File: config.mk
export PLATFORM = sky130hd
export DESIGN_NAME = vidclamp_top
export DESIGN_NICKNAME = d
export VERILOG_FILES = /design/src/rtl/vidclamp_pkg.sv /design/src/rtl/vidclamp_sync_edge.sv /design/src/rtl/vidclamp_pulse.sv /design/src/rtl/vidclamp_moire.sv /design/src/rtl/vidclamp_top.sv
export SDC_FILE = /design/constraint.sdc
export NUM_CORES = 1
export LEC_CHECK = 0
export BUFFER_PORTS_ARGS = -buffer_cell sky130_fd_sc_hd__buf_4
export CORE_UTILIZATION = 52
export CTS_CLUSTER_DIAMETER = 60
export DETAILED_ROUTE_END_ITERATION = 16
export PLACE_DENSITY = 0.86
export SYNTH_ARGS = -nofsm -noshare
export SYNTH_HDL_FRONTEND = slang
export SYNTH_HIERARCHICAL = 1
export SYNTH_SLANG_ARGS = --single-unit
File: constraint.sdc
create_clock -name clk -period 1.91 [get_ports clk]
set_clock_uncertainty 0.05 [all_clocks]
set_input_delay 0.0955 -clock clk [delete_from_list [all_inputs] [get_ports clk]]
set_output_delay 0.0955 -clock clk [all_outputs]
set_load 0.005 [all_outputs]
File: src/rtl/vidclamp_pkg.sv
package vidclamp_pkg;
  typedef enum logic [1:0] {
    MODE_MOIRE  = 2'b00,
    MODE_BACK   = 2'b01,
    MODE_FRONT  = 2'b10,
    MODE_BACK_X = 2'b11
  } vc_mode_e;

  function automatic int unsigned width_cycles(input logic [1:0] code, input int unsigned unit);
    case (code)
      2'b00:   return 0;
      2'b01:   return unit;
      2'b10:   return 2 * unit;
      default: return 4 * unit;
    endcase
  endfunction
endpackage

File: src/rtl/vidclamp_sync_edge.sv
module vidclamp_sync_edge #(
  parameter int STAGES = 2
) (
  input  logic clk,
  input  logic rst_n,
  input  logic din,
  output logic rise,
  output logic fall
);
  logic [STAGES-1:0] shreg;
  logic              prev_q;
  logic              lvl;

  assign lvl = shreg[STAGES-1];

  always_ff @(posedge clk or negedge rst_n) begin
    if (!rst_n) begin
      shreg  <= '0;
      prev_q <= 1'b0;
    end else begin
      shreg  <= {shreg[STAGES-2:0], din};
      prev_q <= lvl;
    end
  end

  assign rise = lvl & ~prev_q;
  assign fall = ~lvl & prev_q;
endmodule

File: src/rtl/vidclamp_pulse.sv
module vidclamp_pulse #(
  parameter int CNT_W = 5
) (
  input  logic             clk,
  input  logic             rst_n,
  input  logic             trig,
  input  logic [CNT_W-1:0] load_val,
  output logic             active
);
  logic [CNT_W-1:0] cnt_q;

  always_ff @(posedge clk or negedge rst_n) begin
    if (!rst_n)             cnt_q <= '0;
    else if (trig)          cnt_q <= load_val;
    else if (cnt_q != '0)   cnt_q <= cnt_q - 1'b1;
  end

  assign active = (cnt_q != '0);
endmodule

File: src/rtl/vidclamp_moire.sv
module vidclamp_moire (
  input  logic clk,
  input  logic rst_n,
  input  logic line_edge,
  input  logic frame_edge,
  output logic state_q,
  output logic phase_q
);
  always_ff @(posedge clk or negedge rst_n) begin
    if (!rst_n) begin
      state_q <= 1'b0;
      phase_q <= 1'b0;
    end else if (frame_edge) begin
      state_q <= ~phase_q;
      phase_q <= ~phase_q;
    end else if (line_edge) begin
      state_q <= ~state_q;
    end
  end
endmodule

File: src/rtl/vidclamp_top.sv
module vidclamp_top #(
  parameter int SYNC_STAGES = 2,
  parameter int WIDTH_UNIT  = 4
) (
  input  logic       clk,
  input  logic       rst_n,
  input  logic       hsync_in,
  input  logic       hfly_in,
  input  logic       vfly_in,
  input  logic       cfg_en,
  input  logic       cfg_inv,
  input  logic [1:0] cfg_mode,
  input  logic [1:0] cfg_width,
  output logic       pin_out
);
  import vidclamp_pkg::*;

  localparam int MAX_W = 4 * WIDTH_UNIT;
  localparam int CNT_W = $clog2(MAX_W + 1);

  logic hs_rise, hs_fall, hfb_rise, hfb_fall_unused, vfb_rise_unused, vfb_fall;
  logic trig, clamp_active, moire_q, frame_ph;
  logic [CNT_W-1:0] load_val;
  vc_mode_e mode;

  vidclamp_sync_edge #(.STAGES(SYNC_STAGES)) u_hs (
    .clk(clk), .rst_n(rst_n), .din(hsync_in), .rise(hs_rise), .fall(hs_fall));
  vidclamp_sync_edge #(.STAGES(SYNC_STAGES)) u_hfb (
    .clk(clk), .rst_n(rst_n), .din(hfly_in), .rise(hfb_rise), .fall(hfb_fall_unused));
  vidclamp_sync_edge #(.STAGES(SYNC_STAGES)) u_vfb (
    .clk(clk), .rst_n(rst_n), .din(vfly_in), .rise(vfb_rise_unused), .fall(vfb_fall));

  assign mode     = vc_mode_e'(cfg_mode);
  assign trig     = (mode == MODE_FRONT) ? hs_rise : hs_fall;
  assign load_val = CNT_W'(width_cycles(cfg_width, WIDTH_UNIT));

  vidclamp_pulse #(.CNT_W(CNT_W)) u_pulse (
    .clk(clk), .rst_n(rst_n), .trig(trig), .load_val(load_val), .active(clamp_active));

  vidclamp_moire u_moire (
    .clk(clk), .rst_n(rst_n), .line_edge(hfb_rise), .frame_edge(vfb_fall),
    .state_q(moire_q), .phase_q(frame_ph));

  always_comb begin
    if (!cfg_en)                 pin_out = cfg_inv;
    else if (mode == MODE_MOIRE) pin_out = moire_q;
    else                         pin_out = clamp_active ^ cfg_inv;
  end
endmodule


==> impl_results.md, run 1 <==
- Outcome: complete, but fails checks
- Failing checks: setup timing
- Startpoint Class: register
- Synthesized area: 688 um^2
- CTS Buf Count: 3
- Clock transition at path regs: approximately 80 ps
- CORE AREA: 0.00117 mm^2
- H-tree depth: 1
- Critical path class: reg2out
- Total of max-cap violations: 0
- CP endpoint kind: output pin
- First-pass GRT wire length: ~2000 um
- Die Area: about 0.0015 mm^2
- HP Class: in2reg
- Horiz. Die Dim: roughly 38 um
- CP arrival: 1850 ps
- Leakage: around 0.00042 uW
- Max VDD drop: roughly 0.92 mV
- PortBufs: 11
- Final worst setup slack: -80.6 ps
- Total GRT Usage: around 22%
- Largest net degree at the start of global routing: 17
- Yosys warning count: 6
- # rows: 12
- Final Setup Violations: 1
- Max clock buf depth: 2
- Iter 0 DRT Violations: 8
- CTS tree: done
- Via count: approximately 500
- Finished Layout Cells: 96
- Die extent in y: about 38 um
- Hold violation count in the final report: 0
- Worst skew pair latency: roughly 280 ps
- Min cycle time layout: 1990 ps
- Placed insts: slightly above 80
- Final core utilization: between 80% and 90%
- Nets: 95
- Routability cong.: between 0.7 and 0.8
- DR vias/cell: between 5 and 6
- FMAX: approximately 0.5 GHz
- Max-slew violation count: 0
- Final wirelength: approximately 1400 um
- Antenna-violating nets left: 0
- Clock Sinks: 16
- Final Cycle Share: 104%
- Critical path required time: roughly 1800 ps
- Crit-path max FO: 2
- Initial antenna violation count: 0
- Vias in the first global route: between 400 and 500
- Area of the multi-input gates: between 200 and 300 um^2
- DR WL/cell: 15.0 um
- I/O Pins: 12
- FF+latch area: around 400 um^2
- Fraction of layout cells with a size suffix above 1: between 40 and 50%
- First-pass DRT Iterations: 4
- Remaining Overflow, GRT: 0
- Syn avg cell area: approximately 12 um^2
- Syn Inst Count: 56
- Pwr Density: ~1300 mW/mm^2
- RSZ-0062 raised after global routing: true
- DRC: 0
- Setup tns final: -80.6 ps
- Root buffer cell: clkbuf_4
- Post-DP HPWL: roughly 750 um
- Starting Density: 58.8%
- P&R area growth vs syn: 36.4%
- Fillers: 74
- Antenna Cells: 0
-- sequential cells by signal, summed over array words and instances (netlist names) --
name and flops:
u_hs/shreg 2, u_moire/phase_q 1, u_pulse/cnt_q 5, u_hs/prev_q 1, u_hfb/shreg 2, u_hfb/prev_q 1, u_vfb/shreg 2, u_vfb/prev_q 1
u_moire/state_q 1
-- through the flow --
| stage | setup WS (ps) | instance area [um^2] | hold WS, ps | total power, uW |
|---|---|---|---|---|
| after floorplan | 231 | 692 | -250 | 709 |
| after global placement | 156 | 796 | -91.5 | 782 |
| after detailed placement | 138 | 796 | -91.5 | 800 |
| after CTS | -35.6 | 922 | 19.3 | 1120 |
| after global routing | -156 | 938 | 42.1 | 1250 |
| final | -80.6 | 938 | 42.7 | 1190 |
-- report_power, final --
group | internal (uW) | total [uW] | switching, uW | leakage [uW]
sequential | 418 | 500 | 82.0 | 0.000190
clock | 116 | 214 | 98.2 | 0.0000210
combinational | 275 | 474 | 199 | 0.000212
-- path summary, 6_finish.rpt --
| kind | startpoint | endpoint | slack (ps) | cells after the start |
|---|---|---|---|---|
| min in group asynchronous | rst_n | u_hfb/prev_q | 150 | 2 |
| min reg2reg | u_hfb/shreg[0] | u_hfb/shreg[1] | 300 | 0 |
| max reg2reg | u_pulse/cnt_q[0] | u_pulse/cnt_q[1] | 370 | 6 |
| max in group asynchronous | rst_n | u_hfb/shreg[0] | 1490 | 2 |
| max | u_pulse/cnt_q[0] | pin_out | -80 | 8 |
| min | cfg_width[0] | u_pulse/cnt_q[3] | 40 | 4 |
-- cell usage in the layout, fill, tap and decap left out, drive strengths merged, types with 2 or more instances in the layout --
cell	count
clkbuf	4
dfrtp	16
inv	4
o21ai	2
o31ai	3
xnor2	4
conb	2
dlygate4sd3	4
mux2i	2
and2b	3
nand2	4
mux2	2
nor2b	5
buf	18
-- worst max-delay path, stage by stage (launching register included) --
cell and delay (ps):
dfrtp_1 410, inv_2 90, ha_4 140, nor4b_4 230, inv_1 110, a21oi_2 150
a211oi_2 40, a311o_1 270, buf_4 130
-- routing by layer --
layer  GRT usage, %  routed length, um  up-vias
met5              0                  0        -
met4           12.9                 29        0
met3           5.23                 46        5
met2           34.3                773       14
met1           27.4                591      240
li1               -                  -      237
-- cell type report --
cell class | instances | area share [%]
clock buffer | 4 | 3.87
inverter | 4 | 1.60
multi-input combinational | 36 | 31.3
sequential | 16 | 42.7
tap | 14 | 1.87
timing repair buffer | 22 | 18.7
-- what timing repair did --
item	in CTS	in global routing
setup endpoints to repair	1	1
setup buffers	5	1
hold buffers	4	0
pin swaps	3	1
hold endpoints to repair	19	0
gates resized for setup	4	2
(Power assumes the default switching activity.)
==> run 2, diff against run 1 <==
- SKIP_CTS_REPAIR_TIMING: unset -> 1
- TNS_END_PERCENT: unset -> 10
==> run 2 against run 1 <==
  * The flow still finishes with violations (setup timing)
  * Clock power about the same
  * Combinational power fell by 15%
  * Clock-buffer cell count stayed put
  * Worst hold slack got worse by 13 ps
  * Core utilization shrank 1.9 points
  * Sequential power shrank 2%
  * Setup slack gained 29 ps
  * Routed wire length down 24%
  * First-iteration DRC count decreased by 13%
  * Critical endpoint unchanged
==> impl_results.md, run 2 (synthesis results as in run 1) <==
- Max-slew violation count: 0 (unchanged)
- Fraction of layout cells with a size suffix above 1: 39.2% (-1.0 points)
- Failing checks: setup timing
- Final wirelength: 1100 um (-24%)
- Final Setup Violations: 1 (unchanged)
- Routability cong.: 0.703 (unchanged)
- DR WL/cell: 11.8 um (-21%)
- FF+latch area: 400 um^2 (unchanged)
- Final instance area: 916 um^2 (-2.4%)
- Most frequent cells in the layout: 16 x dfrtp_1, 15 x buf_4, 5 x nor2b_1
- Total of max-cap violations: 0 (unchanged)
- Horiz. Die Dim: 38.4 um (unchanged)
- Iter 0 DRT Violations: 7 (-1)
- # rows: 12 (unchanged)
- P&R area growth vs syn: 33.1%
- Fin Hold WS: 30.2 ps (-12.5 ps)
- Placed inst area: 796 um^2 (unchanged)
- Leakage: 0.000409 uW (-3.2%)
- Crit-path max FO: 3 (+1)
- I/O Pins: 12 (unchanged)
- Buf+Inv Stages, Crit Path: 3 (unchanged)
- CP endpoint kind: output pin
- Final worst setup slack: -52.1 ps (+28.5 ps)
- Clock transition at path regs: 90 ps (about the same)
- Hold Crit Depth: 4 (unchanged)
- Hold violation count in the final report: 0 (unchanged)
- H-tree depth: 1 (unchanged)
- Reg-to-Reg Start: u_pulse/cnt_q[0]
- Post-DP HPWL: 748 um (unchanged)
- Hold Startpoint: cfg_width[1]
- Sink of the worst hold path: u_pulse/cnt_q[2]
- Starting Density: 58.8% (unchanged)
- Cell count along the critical path: 8 (unchanged)
- First-pass GRT wire length: 1660 um (-18%)
- Max FFs per register: 5 (unchanged)
- DR vias/cell: 5.11 (-1.1%)
- R2R cell count: 6 (unchanged)
- Area of the multi-input gates: 294 um^2 (unchanged)
- Min cycle time layout: 1960 ps (-28.5 ps)
- Remaining Overflow, GRT: 0 (unchanged)
- Final Cycle Share: 103% (-1.5 points)
- Largest Register: u_pulse/cnt_q
- Max clock buf depth: 2 (unchanged)
- First-pass DRT Iterations: 4 (unchanged)
- Fillers: 74 (unchanged)
- CP arrival: 1820 ps (-30 ps)
- Nets: 92 (-3.2%)
- Root buffer cell: clkbuf_4
- DRC: 0 (unchanged)
- CTS Buf Count: 3 (unchanged)
- Crit-path slowest cell: dfrtp_1
- Total GRT Usage: 18.0% (-3.9 points)
- Max VDD drop: 0.934 mV (+1.6%)
- Critical path required time: 1760 ps (about the same)
- RSZ-0062 raised after global routing: true
- Pwr Density: 1210 mW/mm^2 (-4.5%)
- Clock Sinks: 16 (unchanged)
- Flop-to-flop setup slack: 380 ps (about the same)
- Crit-path cells: inv_2 -> ha_4 -> nor4b_4 -> inv_2 -> a21oi_2 -> a211oi_2 -> a311o_1 -> buf_4
- Vias in the first global route: 425 (-10%)
- Antenna-violating nets left: 0 (unchanged)
- HP Class: in2reg
- FF-to-FF End: u_pulse/cnt_q[1]
- CP dominant cell by count: inv_2
- Critical path class: reg2out
- Worst skew pair latency: 290 ps (about the same)
- PortBufs: 11 (unchanged)
- Initial antenna violation count: 0 (unchanged)
- Die Area: 0.00147 mm^2 (unchanged)
- Startpoint Class: register
- Largest net degree at the start of global routing: 17 (unchanged)
- CP peak stage delay: 400 ps (about the same)
- Outcome: complete, but fails checks
- FMAX: 0.510 GHz (+1.5%)
- Antenna Cells: 0 (unchanged)
- Commonest non-fill, non-tap cell in the layout: dfrtp_1
- Die extent in y: 38.4 um (unchanged)
- Critical path's top delay family: compound AO/OA/AOI/OAI gates
- Via count: 475 (-4.2%)
- CORE AREA: 0.00117 mm^2 (unchanged)
- CTS tree: done
-- run 2: cell types whose count changed in the layout (fill, tap and decap cells not counted) --
cell | before | now
inv_1 | 2 | 1
inv_2 | 2 | 3
buf_4 | 18 | 15
-- run 2: how the worst max path moves through the flow --
| stage | to | start | slack [ps] |
|---|---|---|---|
| 4_1_cts | pin_out | u_pulse/cnt_q[0] | -200 |
| 6_report | pin_out | u_pulse/cnt_q[0] | -50 |
| 3_3_place_gp | pin_out | u_pulse/cnt_q[0] | 160 |
| 3_5_place_dp | pin_out | u_pulse/cnt_q[0] | 140 |
| 2_1_floorplan | pin_out | u_pulse/cnt_q[0] | 230 |
| 5_1_grt | pin_out | u_pulse/cnt_q[1] | -150 |
-- run 2: metal layers --
metal | track usage (%) | up-vias | wire (um)
met1 | 21.8 | 223 | 478
met4 | 12.9 | 0 | 28
met3 | 5.23 | 5 | 65
met5 | 0 | - | 0
li1 | - | 232 | -
met2 | 27.1 | 15 | 524
-- run 2: metrics by stage --
| stage | utilization (%) | setup TNS, ps | cells | setup WS (ps) | power [uW] |
|---|---|---|---|---|---|
| 2_1_floorplan | - | 0 | 57 | 231 | 709 |
| 3_3_place_gp | 67.9 | 0 | 82 | 156 | 782 |
| 3_5_place_dp | 67.9 | 0 | 82 | 138 | 800 |
| 4_1_cts | 71.0 | -197 | 86 | -197 | 1020 |
| 5_1_grt | 78.2 | -147 | 93 | -147 | 1180 |
| 6_report | 78.2 | -52.1 | 93 | -52.1 | 1110 |
-- run 2: area by class of cell --
| class | count | area share (%) |
|---|---|---|
| clock buffers | 4 | 3.96 |
| inverters | 4 | 1.64 |
| multi-input cells | 36 | 32.1 |
| flip-flops and latches | 16 | 43.7 |
| well taps | 14 | 1.91 |
| repair buffers | 19 | 16.7 |
-- run 2: tightest hold or removal path: stages --
cell and delay [ps]:
buf_4 90, nor2b_1 40, nand2_1 50, o31ai_1 60
-- run 2: power breakdown --
| group | leakage [uW] | internal (uW) | total [uW] | switching [uW] |
|---|---|---|---|---|
| Sequential | 0.000190 | 418 | 489 | 71.0 |
| Clock | 0.0000210 | 116 | 215 | 99.0 |
| Combinational | 0.000198 | 239 | 403 | 164 |
